--- src/rtl/vc_arbiter_pkg.sv ---
package vc_arbiter_pkg;
  typedef enum logic {
    ARB_ROUND_ROBIN = 1'b0,
    ARB_WEIGHTED    = 1'b1
  } arb_mode_e;

  localparam int DEF_NUM_CH   = 4;
  localparam int DEF_WEIGHT_W = 4;
endpackage

--- src/rtl/vc_elig_mask.sv ---
module vc_elig_mask #(
  parameter int NUM_CH = 4
) (
  input  logic [NUM_CH-1:0] ch_ready,
  input  logic [NUM_CH-1:0] ch_credit_ok,
  input  logic [NUM_CH-1:0] ch_enable,
  output logic [NUM_CH-1:0] elig,
  output logic              any_elig
);
  for (genvar i = 0; i < NUM_CH; i++) begin : g_ch
    if (i == 0) begin : g_default
      // the default channel is always part of arbitration
      assign elig[i] = ch_ready[i] & ch_credit_ok[i];
    end else begin : g_optional
      assign elig[i] = ch_ready[i] & ch_credit_ok[i] & ch_enable[i];
    end
  end

  assign any_elig = |elig;
endmodule

--- src/rtl/vc_rr_pick.sv ---
module vc_rr_pick #(
  parameter int NUM_CH = 4,
  localparam int ID_W = (NUM_CH > 1) ? $clog2(NUM_CH) : 1
) (
  input  logic [NUM_CH-1:0] elig,
  input  logic [ID_W-1:0]   last_id,
  output logic [NUM_CH-1:0] pick_oh,
  output logic [ID_W-1:0]   pick_id
);
  always_comb begin
    logic found;
    int   idx;
    found   = 1'b0;
    pick_oh = '0;
    pick_id = '0;
    for (int k = 1; k <= NUM_CH; k++) begin
      idx = int'(last_id) + k;
      if (idx >= NUM_CH) idx = idx - NUM_CH;
      if (!found && elig[idx]) begin
        found        = 1'b1;
        pick_oh[idx] = 1'b1;
        pick_id      = ID_W'(idx);
      end
    end
  end
endmodule

--- src/rtl/vc_wt_pick.sv ---
module vc_wt_pick #(
  parameter int NUM_CH   = 4,
  parameter int WEIGHT_W = 4,
  localparam int ID_W = (NUM_CH > 1) ? $clog2(NUM_CH) : 1
) (
  input  logic                       clk,
  input  logic                       rst_n,
  input  logic [NUM_CH-1:0]          elig,
  input  logic [NUM_CH*WEIGHT_W-1:0] weights,
  input  logic                       advance,
  output logic [NUM_CH-1:0]          pick_oh,
  output logic [ID_W-1:0]            pick_id
);
  logic [WEIGHT_W-1:0] used_q [NUM_CH];
  logic [WEIGHT_W-1:0] used_d [NUM_CH];
  logic [NUM_CH-1:0]   has_left;
  logic [NUM_CH-1:0]   cand;
  logic                reload;

  // a channel still has budget while its usage is below max(weight,1)
  for (genvar i = 0; i < NUM_CH; i++) begin : g_left
    logic [WEIGHT_W-1:0] lim;
    assign lim         = (weights[i*WEIGHT_W +: WEIGHT_W] == '0) ?
                         WEIGHT_W'(1) : weights[i*WEIGHT_W +: WEIGHT_W];
    assign has_left[i] = used_q[i] < lim;
  end

  assign reload = (elig != '0) && ((elig & has_left) == '0);
  assign cand   = reload ? elig : (elig & has_left);

  // highest-numbered candidate wins
  always_comb begin
    logic found;
    found   = 1'b0;
    pick_oh = '0;
    pick_id = '0;
    for (int i = NUM_CH - 1; i >= 0; i--) begin
      if (!found && cand[i]) begin
        found      = 1'b1;
        pick_oh[i] = 1'b1;
        pick_id    = ID_W'(i);
      end
    end
  end

  always_comb begin
    for (int i = 0; i < NUM_CH; i++) begin
      used_d[i] = used_q[i];
      if (advance) begin
        if (reload) used_d[i] = '0;
        if (pick_oh[i]) used_d[i] = (reload ? '0 : used_q[i]) + WEIGHT_W'(1);
      end
    end
  end

  for (genvar i = 0; i < NUM_CH; i++) begin : g_cnt
    always_ff @(posedge clk or negedge rst_n) begin
      if (!rst_n) begin
        used_q[i] <= '0;
      end else if (advance) begin
        used_q[i] <= used_d[i];
      end
    end
  end
endmodule

--- src/rtl/vc_arbiter.sv ---
module vc_arbiter
  import vc_arbiter_pkg::*;
#(
  parameter int NUM_CH   = DEF_NUM_CH,
  parameter int WEIGHT_W = DEF_WEIGHT_W,
  localparam int ID_W = (NUM_CH > 1) ? $clog2(NUM_CH) : 1
) (
  input  logic                       clk,
  input  logic                       rst_n,
  input  logic                       link_rdy,
  input  logic                       pkt_done,
  input  logic                       mode,
  input  logic [NUM_CH*WEIGHT_W-1:0] weights,
  input  logic [NUM_CH-1:0]          ch_ready,
  input  logic [NUM_CH-1:0]          ch_credit_ok,
  input  logic [NUM_CH-1:0]          ch_enable,
  output logic [NUM_CH-1:0]          grant,
  output logic [ID_W-1:0]            grant_id,
  output logic                       grant_valid
);
  localparam logic [ID_W-1:0] LAST_RST = ID_W'(NUM_CH - 1);

  logic [NUM_CH-1:0] elig;
  logic              any_elig;
  logic [NUM_CH-1:0] rr_oh, wt_oh, sel_oh;
  logic [ID_W-1:0]   rr_id, wt_id, sel_id;
  logic              do_grant, wt_adv;
  arb_mode_e         mode_e;

  logic              busy_q, busy_d;
  logic [NUM_CH-1:0] grant_q, grant_d;
  logic [ID_W-1:0]   id_q, id_d;
  logic [ID_W-1:0]   last_q, last_d;
  logic              state_en;

  vc_elig_mask #(.NUM_CH(NUM_CH)) u_elig (
    .ch_ready     (ch_ready),
    .ch_credit_ok (ch_credit_ok),
    .ch_enable    (ch_enable),
    .elig         (elig),
    .any_elig     (any_elig)
  );

  vc_rr_pick #(.NUM_CH(NUM_CH)) u_rr (
    .elig    (elig),
    .last_id (last_q),
    .pick_oh (rr_oh),
    .pick_id (rr_id)
  );

  vc_wt_pick #(.NUM_CH(NUM_CH), .WEIGHT_W(WEIGHT_W)) u_wt (
    .clk     (clk),
    .rst_n   (rst_n),
    .elig    (elig),
    .weights (weights),
    .advance (wt_adv),
    .pick_oh (wt_oh),
    .pick_id (wt_id)
  );

  assign mode_e   = arb_mode_e'(mode);
  assign do_grant = !busy_q && link_rdy && any_elig;
  assign wt_adv   = do_grant && (mode_e == ARB_WEIGHTED);
  assign sel_oh   = (mode_e == ARB_WEIGHTED) ? wt_oh : rr_oh;
  assign sel_id   = (mode_e == ARB_WEIGHTED) ? wt_id : rr_id;

  // next-state
  always_comb begin
    busy_d  = busy_q;
    grant_d = grant_q;
    id_d    = id_q;
    last_d  = last_q;
    if (busy_q && pkt_done) begin
      busy_d  = 1'b0;
      grant_d = '0;
    end else if (do_grant) begin
      busy_d  = 1'b1;
      grant_d = sel_oh;
      id_d    = sel_id;
      last_d  = sel_id;
    end
  end

  assign state_en = (busy_q && pkt_done) || do_grant;

  // registers
  always_ff @(posedge clk or negedge rst_n) begin
    if (!rst_n) begin
      busy_q  <= 1'b0;
      grant_q <= '0;
      id_q    <= '0;
      last_q  <= LAST_RST;
    end else if (state_en) begin
      busy_q  <= busy_d;
      grant_q <= grant_d;
      id_q    <= id_d;
      last_q  <= last_d;
    end
  end

  assign grant       = grant_q;
  assign grant_id    = id_q;
  assign grant_valid = busy_q;
endmodule

--- config.mk ---
export PLATFORM = sky130hd
export DESIGN_NAME = vc_arbiter
export DESIGN_NICKNAME = d
export VERILOG_FILES = /design/src/rtl/vc_arbiter_pkg.sv /design/src/rtl/vc_elig_mask.sv /design/src/rtl/vc_rr_pick.sv /design/src/rtl/vc_wt_pick.sv /design/src/rtl/vc_arbiter.sv
export SDC_FILE = /design/constraint.sdc
export NUM_CORES = 1
export LEC_CHECK = 0
export BUFFER_PORTS_ARGS = -buffer_cell sky130_fd_sc_hd__buf_2
export CELL_PAD_IN_SITES_DETAIL_PLACEMENT = 1
export CELL_PAD_IN_SITES_GLOBAL_PLACEMENT = 1
export CORE_MARGIN = 2
export CORE_UTILIZATION = 38
export CTS_CLUSTER_DIAMETER = 150
export CTS_CLUSTER_SIZE = 10
export DETAILED_ROUTE_END_ITERATION = 16
export GPL_TIMING_DRIVEN = 0
export PLACE_DENSITY = 0.75
export SLEW_MARGIN = 15
export SYNTH_ARGS = -nofsm -noshare
export SYNTH_HDL_FRONTEND = slang
export SYNTH_SLANG_ARGS = --single-unit
export TNS_END_PERCENT = 20
--- constraint.sdc ---
create_clock -name clk -period 5.6 [get_ports clk]
set_clock_uncertainty 0.15 [all_clocks]
set_input_delay 1.4 -clock clk [delete_from_list [all_inputs] [get_ports clk]]
set_output_delay 1.4 -clock clk [all_outputs]
set_load 0.05 [all_outputs]
==> impl_results.md, run 1 <==
* Post-cts sizing count at 0
* Synth unique cells at between 60 and 70
* Post-CTS Repair Setup Buffers at 0
* Die Wd at between 80 and 90 um
* DP Area at approximately 0.0028 mm^2
* CP arrival at about 4.5 ns
* Setup violators final at 0
* Avg Cell Area, Syn at 8.52 um^2
* Ant diodes at 0
* Initial antenna violation count at 0
* CP Max Fanout at 10
* Post-route ant nets at 0
* Hold Path Class: reg2reg
* Post-Syn Nets at ~350
* H-tree depth at 1
* MaxCap Viol Count at 0
* CP max stage delay at roughly 0.44 ns
* Setup Crit Path Kind: in2reg
* Die Area at just over 0.007 mm^2
* Num rows at 29
* Die H at between 80 and 90 um
* I/O Buffers at 38
* Ranking of synthesized cells by area: dfrtp_1 (23%), ha_1 (12%), nand3_1 (3.6%)
* Asr flop ratio synth at 1.00
* Critical Path RT at between 5 and 6 ns
* Synth Warn # at 0
* Post-synth top area cell: dfrtp_1
* Core region area at roughly 0.0063 mm^2
* Layout cells sized above 1 at 0.192
* Remaining DRCs at 0
* Latest clock arrival within the worst-skew pair at between 0.2 and 0.3 ns
* Tcrit/Tclk final at 0.795
* Maximum vdd drop at between 150 and 200 uV
* Ys flop type: dfrtp_1
* Final Hold Viols at 0
* DR vias at roughly 2500
* DRT iter0 DRCs at 161
* Rel. slew slack at 0.319
* GRT Util Overall at 0.223
* Outcome: finished, final reports clean
* Clock buffer count from CTS at 3
* I/O pins at 40
* RSZ-0062 raised after global routing: false
* Vias per inst at between 6 and 7
* Register area share after synthesis at 0.253
* Largest net degree at the start of global routing at 26
* GP Congestion at approximately 0.8
* CP Capture Type: flop
* Synth top area share at 0.232
* Vias in the first global route at between 2000 and 3000
* Fin crit period at ~4.5 ns
* Initial core utilization at 0.393
* Drt total wl at between 7000 and 8000 um
* Clock Pin Slew Worst Setup and Hold Paths at 0.09 ns
* Power density cells at roughly 320 mW/mm^2
* Post-synth EDFFs at 0
* Dpl hpwl at ~6100 um
* Max-slew violations at 0
* Leak pwr at 1.29 nW
* FMAX at 225 MHz
* CTS Hold Bufs at 0
* Nets at ~400
* Max clock buf depth at 2
* Worst-path cell chain: buf_2, inv_1, ha_1, a21o_1, a211o_1, o22ai_2, or3_1, buf_2, buf_2, and2_1, ha_1, nor4b_1, mux2i_1, a21oi_1
* CTS tree: yes
* Fillers at between 700 and 800
* Startpoint Class: primary input
* First-pass GRT wire length at 12900 um
* Area growth from synthesis to layout at 13.4%
* Critical Path Slowest Stage Cell: nor4b_1
* Worst slew pin tran at 1.01 ns
* Wirelength per Cell at between 15 and 20 um
* TNS Setup at 0 ns
* Root buf cell: clkbuf_8
* 1st-pass router iterations at 4
* Grt ovf at 0
* Netlist area before placement at approximately 0.0025 mm^2
* Synth Register Bits at 25
* Clk sink count at 25
* Most Frequent Cell on Critical Path: buf_2
* Finished Cell Area at between 0.002 and 0.003 mm^2
* Post-Syn Instances at ~290
-- final timing paths --
kind | startpoint | to | slack [ns] | cells after the start
setup reg to reg | u_wt.used_q[10] | u_wt.used_q[14] | 1.98 | 12
max in group asynchronous | rst_n | u_wt.used_q[2] | 3.93 | 1
setup / recovery | weights[6] | u_wt.used_q[14] | 1.15 | 14
hold / removal | grant[0] | grant[0] | 0.38 | 1
hold reg to reg | grant[0] | grant[0] | 0.38 | 1
min in group asynchronous | rst_n | grant[3] | 0.97 | 1
-- stage by stage --
step                hold slack (ns)  utilization  total power, mW  worst slack, ns  std cells
floorplan                     0.307            -            0.638             1.54        291
global placement              0.333        0.438            0.768             1.01        406
detailed placement            0.355        0.438            0.786            0.924        406
CTS                           0.379        0.446            0.903             1.21        410
global route                  0.402        0.446            0.975            0.938        410
finish                        0.378        0.446            0.899             1.15        410
-- cells in the final DEF (no fill, tap or decap), types with 5 or more instances in the layout --
master,count
a211o_1,7
a211oi_1,5
a21o_1,6
a21oi_1,13
and2_1,9
and3_1,6
buf_2,41
dfrtp_1,23
ha_1,24
inv_1,20
nand2_1,19
nand3_1,18
nand4_1,5
nor2_1,10
nor2b_1,6
nor3_1,11
o211ai_1,7
o21ai_0,12
o31ai_1,5
-- metal layers --
| layer | vias up | GRT usage | routed length, um |
|---|---|---|---|
| met4 | 0 | 0.0404 | 48 |
| met3 | 7 | 0.0334 | 248 |
| met1 | 1246 | 0.294 | 3590 |
| li1 | 1212 | - | - |
| met5 | - | 0 | 0 |
| met2 | 45 | 0.391 | 3790 |
-- power breakdown --
part | switching (mW) | internal [mW] | leakage (nW) | total, mW
registers | 0.0544 | 0.231 | 0.308 | 0.285
clock network | 0.0634 | 0.0500 | 0.0255 | 0.113
logic | 0.325 | 0.175 | 0.953 | 0.500
-- synthesized netlist by cell type, drive strengths merged (3+ instances only) --
cell / n
buf: 6
and3: 6
o21ai: 15
a31oi: 4
a21o: 6
or2: 4
a211oi: 7
o211ai: 7
a21oi: 13
nand2: 19
a32o: 3
or4: 3
inv: 21
a22o: 4
o22ai: 6
nor3: 13
or3: 5
nor2b: 6
and2: 9
dfrtp: 23
clkbuf: 3
nand3: 19
a211o: 7
a22oi: 3
ha: 24
nand4: 5
nor2: 10
o31ai: 6
nor4: 4
-- area by class of cell --
type	count	area (um^2)	share of cell area
Tap cell	77	96.3	0.0343
Clock buffer	3	41.3	0.0147
Buffer	9	56.3	0.0200
Multi-Input combinational cell	236	1720	0.610
Inverter	21	78.8	0.0280
Sequential cell	25	628	0.223
Timing Repair Buffer	38	190	0.0676
Clock inverter	1	5.00	0.00178
-- cell families after synthesis --
| logic type | after synthesis | share of synthesized area |
|---|---|---|
| xor gates and xnor gates | 3 | 0.0106 |
| DFF | 25 | 0.253 |
| and+or+nand+nor | 109 | 0.246 |
| muxes | 3 | 0.0222 |
| adders and majority gates | 24 | 0.121 |
| buffers and inverters | 30 | 0.0545 |
| AOI/OAI and AO/OA | 97 | 0.292 |
-- registers in the layout (all words and copies together) (netlist names) --
register	count
last_q	2
grant	4
grant_valid	1
u_wt.used_q	16
grant_id	2
-- critical path: cells and delay by family --
family,cells,cell delay [ns]
buffers and inverters,4,0.61
AND/OR/NAND/NOR,3,0.77
adder cells (fa/ha/maj),2,0.46
AO/OA/AOI/OAI,4,0.96
multiplexers,1,0.24
Power figures use the tool's default switching activity.
==> run 2, diff against run 1 <==
- ABC_AREA: not set -> 1
- PLACE_DENSITY: 0.75 -> 0.78
- clock period: 5.6 -> 4.7 ns (I/O delays scaled with it)
==> run 2 against run 1 <==
  * Utilization shrank 0.097 points
  * Area after synthesis grew 0.40%
  * Sequential share of layout area shrank 0.079 points
  * Worst setup slack gained 0.38 ns
  * Sequential cell count is the same
  * Via count shrank 0.88%
  * Clock-buffer cell count is the same
  * Highest routed layer unchanged
  * Combinational power grew 43%
  * Global-route usage shrank 3.0 points
  * Final cell count grew 20%
  * Die area grew 0.38%
  * Clock power grew 21%
==> impl_results.md, run 2 <==
* Outcome: finished, final reports clean
* Ys flop type: dfrtp_1
* Post-synth EDFFs at 0
* Avg Cell Area, Syn at ~6.7 um^2
* Register area share after synthesis at 0.252
* DR vias at 2488
* Initial core utilization at 0.392
* Dpl hpwl at 5510 um
* Synth top area share at 0.231
* DRT iter0 DRCs at just over 80
* Max-slew violations at 0
* Maximum vdd drop at roughly 250 uV
* Worst slew pin tran at 0.592 ns
* Reg2reg end: u_wt.used_q[10]
* GRT Util Overall at 0.193
* H-tree depth at 1
* Multi-input gate area at around 0.0016 mm^2
* RSZ-0062 raised after global routing: false
* Most common cell after layout, fill and taps aside: nand2_1
* CTS Hold Bufs at 0
* I/O pins at 40
* Fin crit period at between 3 and 4 ns
* Clock Pin Slew Worst Setup and Hold Paths at 0.10 ns
* Most frequent cells in the layout: nand2_1 (118), inv_1 (57), buf_2 (39), nand3_1 (34), ha_1 (24)
* Leak pwr at ~1.7 nW
* Power density cells at between 400 and 500 mW/mm^2
* Initial antenna violation count at 0
* Worst hold path endpoint: grant_id[1]
* Total power at 1.19 mW
* Startpoint Class: primary input
* Largest Register: u_wt.used_q
* Grt ovf at 0
* Top-count cell post-synth: nand2_1
* Asr flop ratio synth at 1.00
* Synth top cells by count: nand2_1 (118), inv_1 (57), nand3_1 (34)
* Remaining DRCs at 0
* Setup violators final at 0
* Post-cts sizing count at 0
* Largest net degree at the start of global routing at 26
* Fillers at 867
* Root buf cell: clkbuf_8
* Die H at around 85 um
* Synth unique cells at 38
* Ranking of synthesized cells by area: dfrtp_1 (23%), nand2_1 (18%), ha_1 (12%)
* Rel. slew slack at 0.605
* Flip-flop count of the largest register after layout at 16
* Tcrit/Tclk final at 0.675
* Register area at ~630 um^2
* Latest clock arrival within the worst-skew pair at ~0.28 ns
* Post-route ant nets at 0
* TNS Setup at 0 ns
* Critical Path RT at 4.72 ns
* FMAX at approximately 320 MHz
* CP Capture Type: flop
* Post-CTS Repair Setup Buffers at 0
* Vias in the first global route at 2607
* Post-synth top area cell: dfrtp_1
* Layout cells sized above 1 at 0.227
* GP Congestion at between 0.8 and 0.9
* Post-Syn Nets at 430
* Die Area at a little over 0.007 mm^2
* Final Hold Viols at 0
* 1st-pass router iterations at 6
* Hold Crit Depth at 2
* Max clock buf depth at 2
* I/O Buffers at 38
* Core region area at ~0.0063 mm^2
* Reg2Reg Depth at 16
* Post-Syn Instances at between 300 and 400
* CP Max Fanout at 10
* Nets at around 470
* Reg2reg start: u_wt.used_q[7]
* Vias per inst at around 5.1
* Area growth from synthesis to layout at 13.4%
* Hold Path Class: reg2reg
* Hold wc startpoint: grant_id[1]
* MaxCap Viol Count at 0
* FF-to-FF setup slack at slightly above 2 ns
* Synth Register Bits at 25
* Clk sink count at 25
* Drt total wl at around 6700 um
* First-pass GRT wire length at 11500 um
* CP arrival at approximately 3.2 ns
* Netlist area before placement at ~0.0025 mm^2
* Synth Warn # at 0
* Clock buffer count from CTS at 3
* Num rows at 29
* Wirelength per Cell at approximately 14 um
* Setup Crit Path Kind: in2reg
* CTS tree: yes
* Die Wd at 84.9 um
* Ant diodes at 0
run 2: per-layer routing:
metal  track usage  routed length (um)
met2         0.354                3320
met4        0.0202                  38
met5             0                   0
met3        0.0292                 186
met1         0.248                3140
run 2: worst max-delay path, stage by stage:
cell,delay (ns)
buf_2,0.08
inv_2,0.04
ha_1,0.28
a21o_1,0.19
nor2_1,0.16
nand2_4,0.10
nand2_1,0.09
inv_1,0.06
nand3_2,0.21
nand2_1,0.15
inv_1,0.08
ha_1,0.16
inv_1,0.04
nand3_1,0.07
nand2_1,0.06
nand3_1,0.07
nand2_1,0.05
nand2_1,0.05
nand2_1,0.05
run 2: layout make-up:
type                       instances  area share
inverter                          69      0.0918
timing repair buffer              38      0.0674
clock inverter                     1     0.00177
clock buffer                       3      0.0146
multi-input combinational        276       0.561
buffer                             3     0.00709
sequential                        25       0.223
tap                               77      0.0341
run 2: cell families after synthesis:
family,after synthesis,synth area share
xor+xnor,4,0.0141
fa+ha+maj,24,0.121
flops,25,0.252
buf+inv,72,0.112
compound gates,33,0.0844
simple gates,215,0.417
run 2: per-stage QoR:
| stage | instance area (um^2) | hold slack, ns | std cells | setup slack (ns) | util |
|---|---|---|---|---|---|
| finish | 2820 | 0.359 | 492 | 1.53 | 0.445 |
| detailed placement | 2780 | 0.331 | 488 | 1.21 | 0.437 |
| global placement | 2780 | 0.333 | 488 | 1.29 | 0.437 |
| global route | 2820 | 0.386 | 492 | 1.28 | 0.445 |
| floorplan | 2490 | 0.325 | 373 | 1.59 | - |
| CTS | 2820 | 0.367 | 492 | 1.51 | 0.445 |
run 2: worst max-delay path by stage:
stage	depth (start not counted)	startpoint	end	slack, ns
after global placement	19	weights[15]	u_wt.used_q[10]	1.29
final	19	weights[15]	u_wt.used_q[10]	1.53
after global routing	19	weights[15]	u_wt.used_q[10]	1.28
after detailed placement	19	weights[15]	u_wt.used_q[10]	1.21
after floorplan	18	weights[15]	u_wt.used_q[10]	1.59
after CTS	19	weights[15]	u_wt.used_q[10]	1.51
run 2: report_power, final:
part	internal [mW]	switching (mW)
Sequential	0.283	0.0572
Combinational	0.229	0.488
Clock	0.0596	0.0773
Total	0.572	0.622
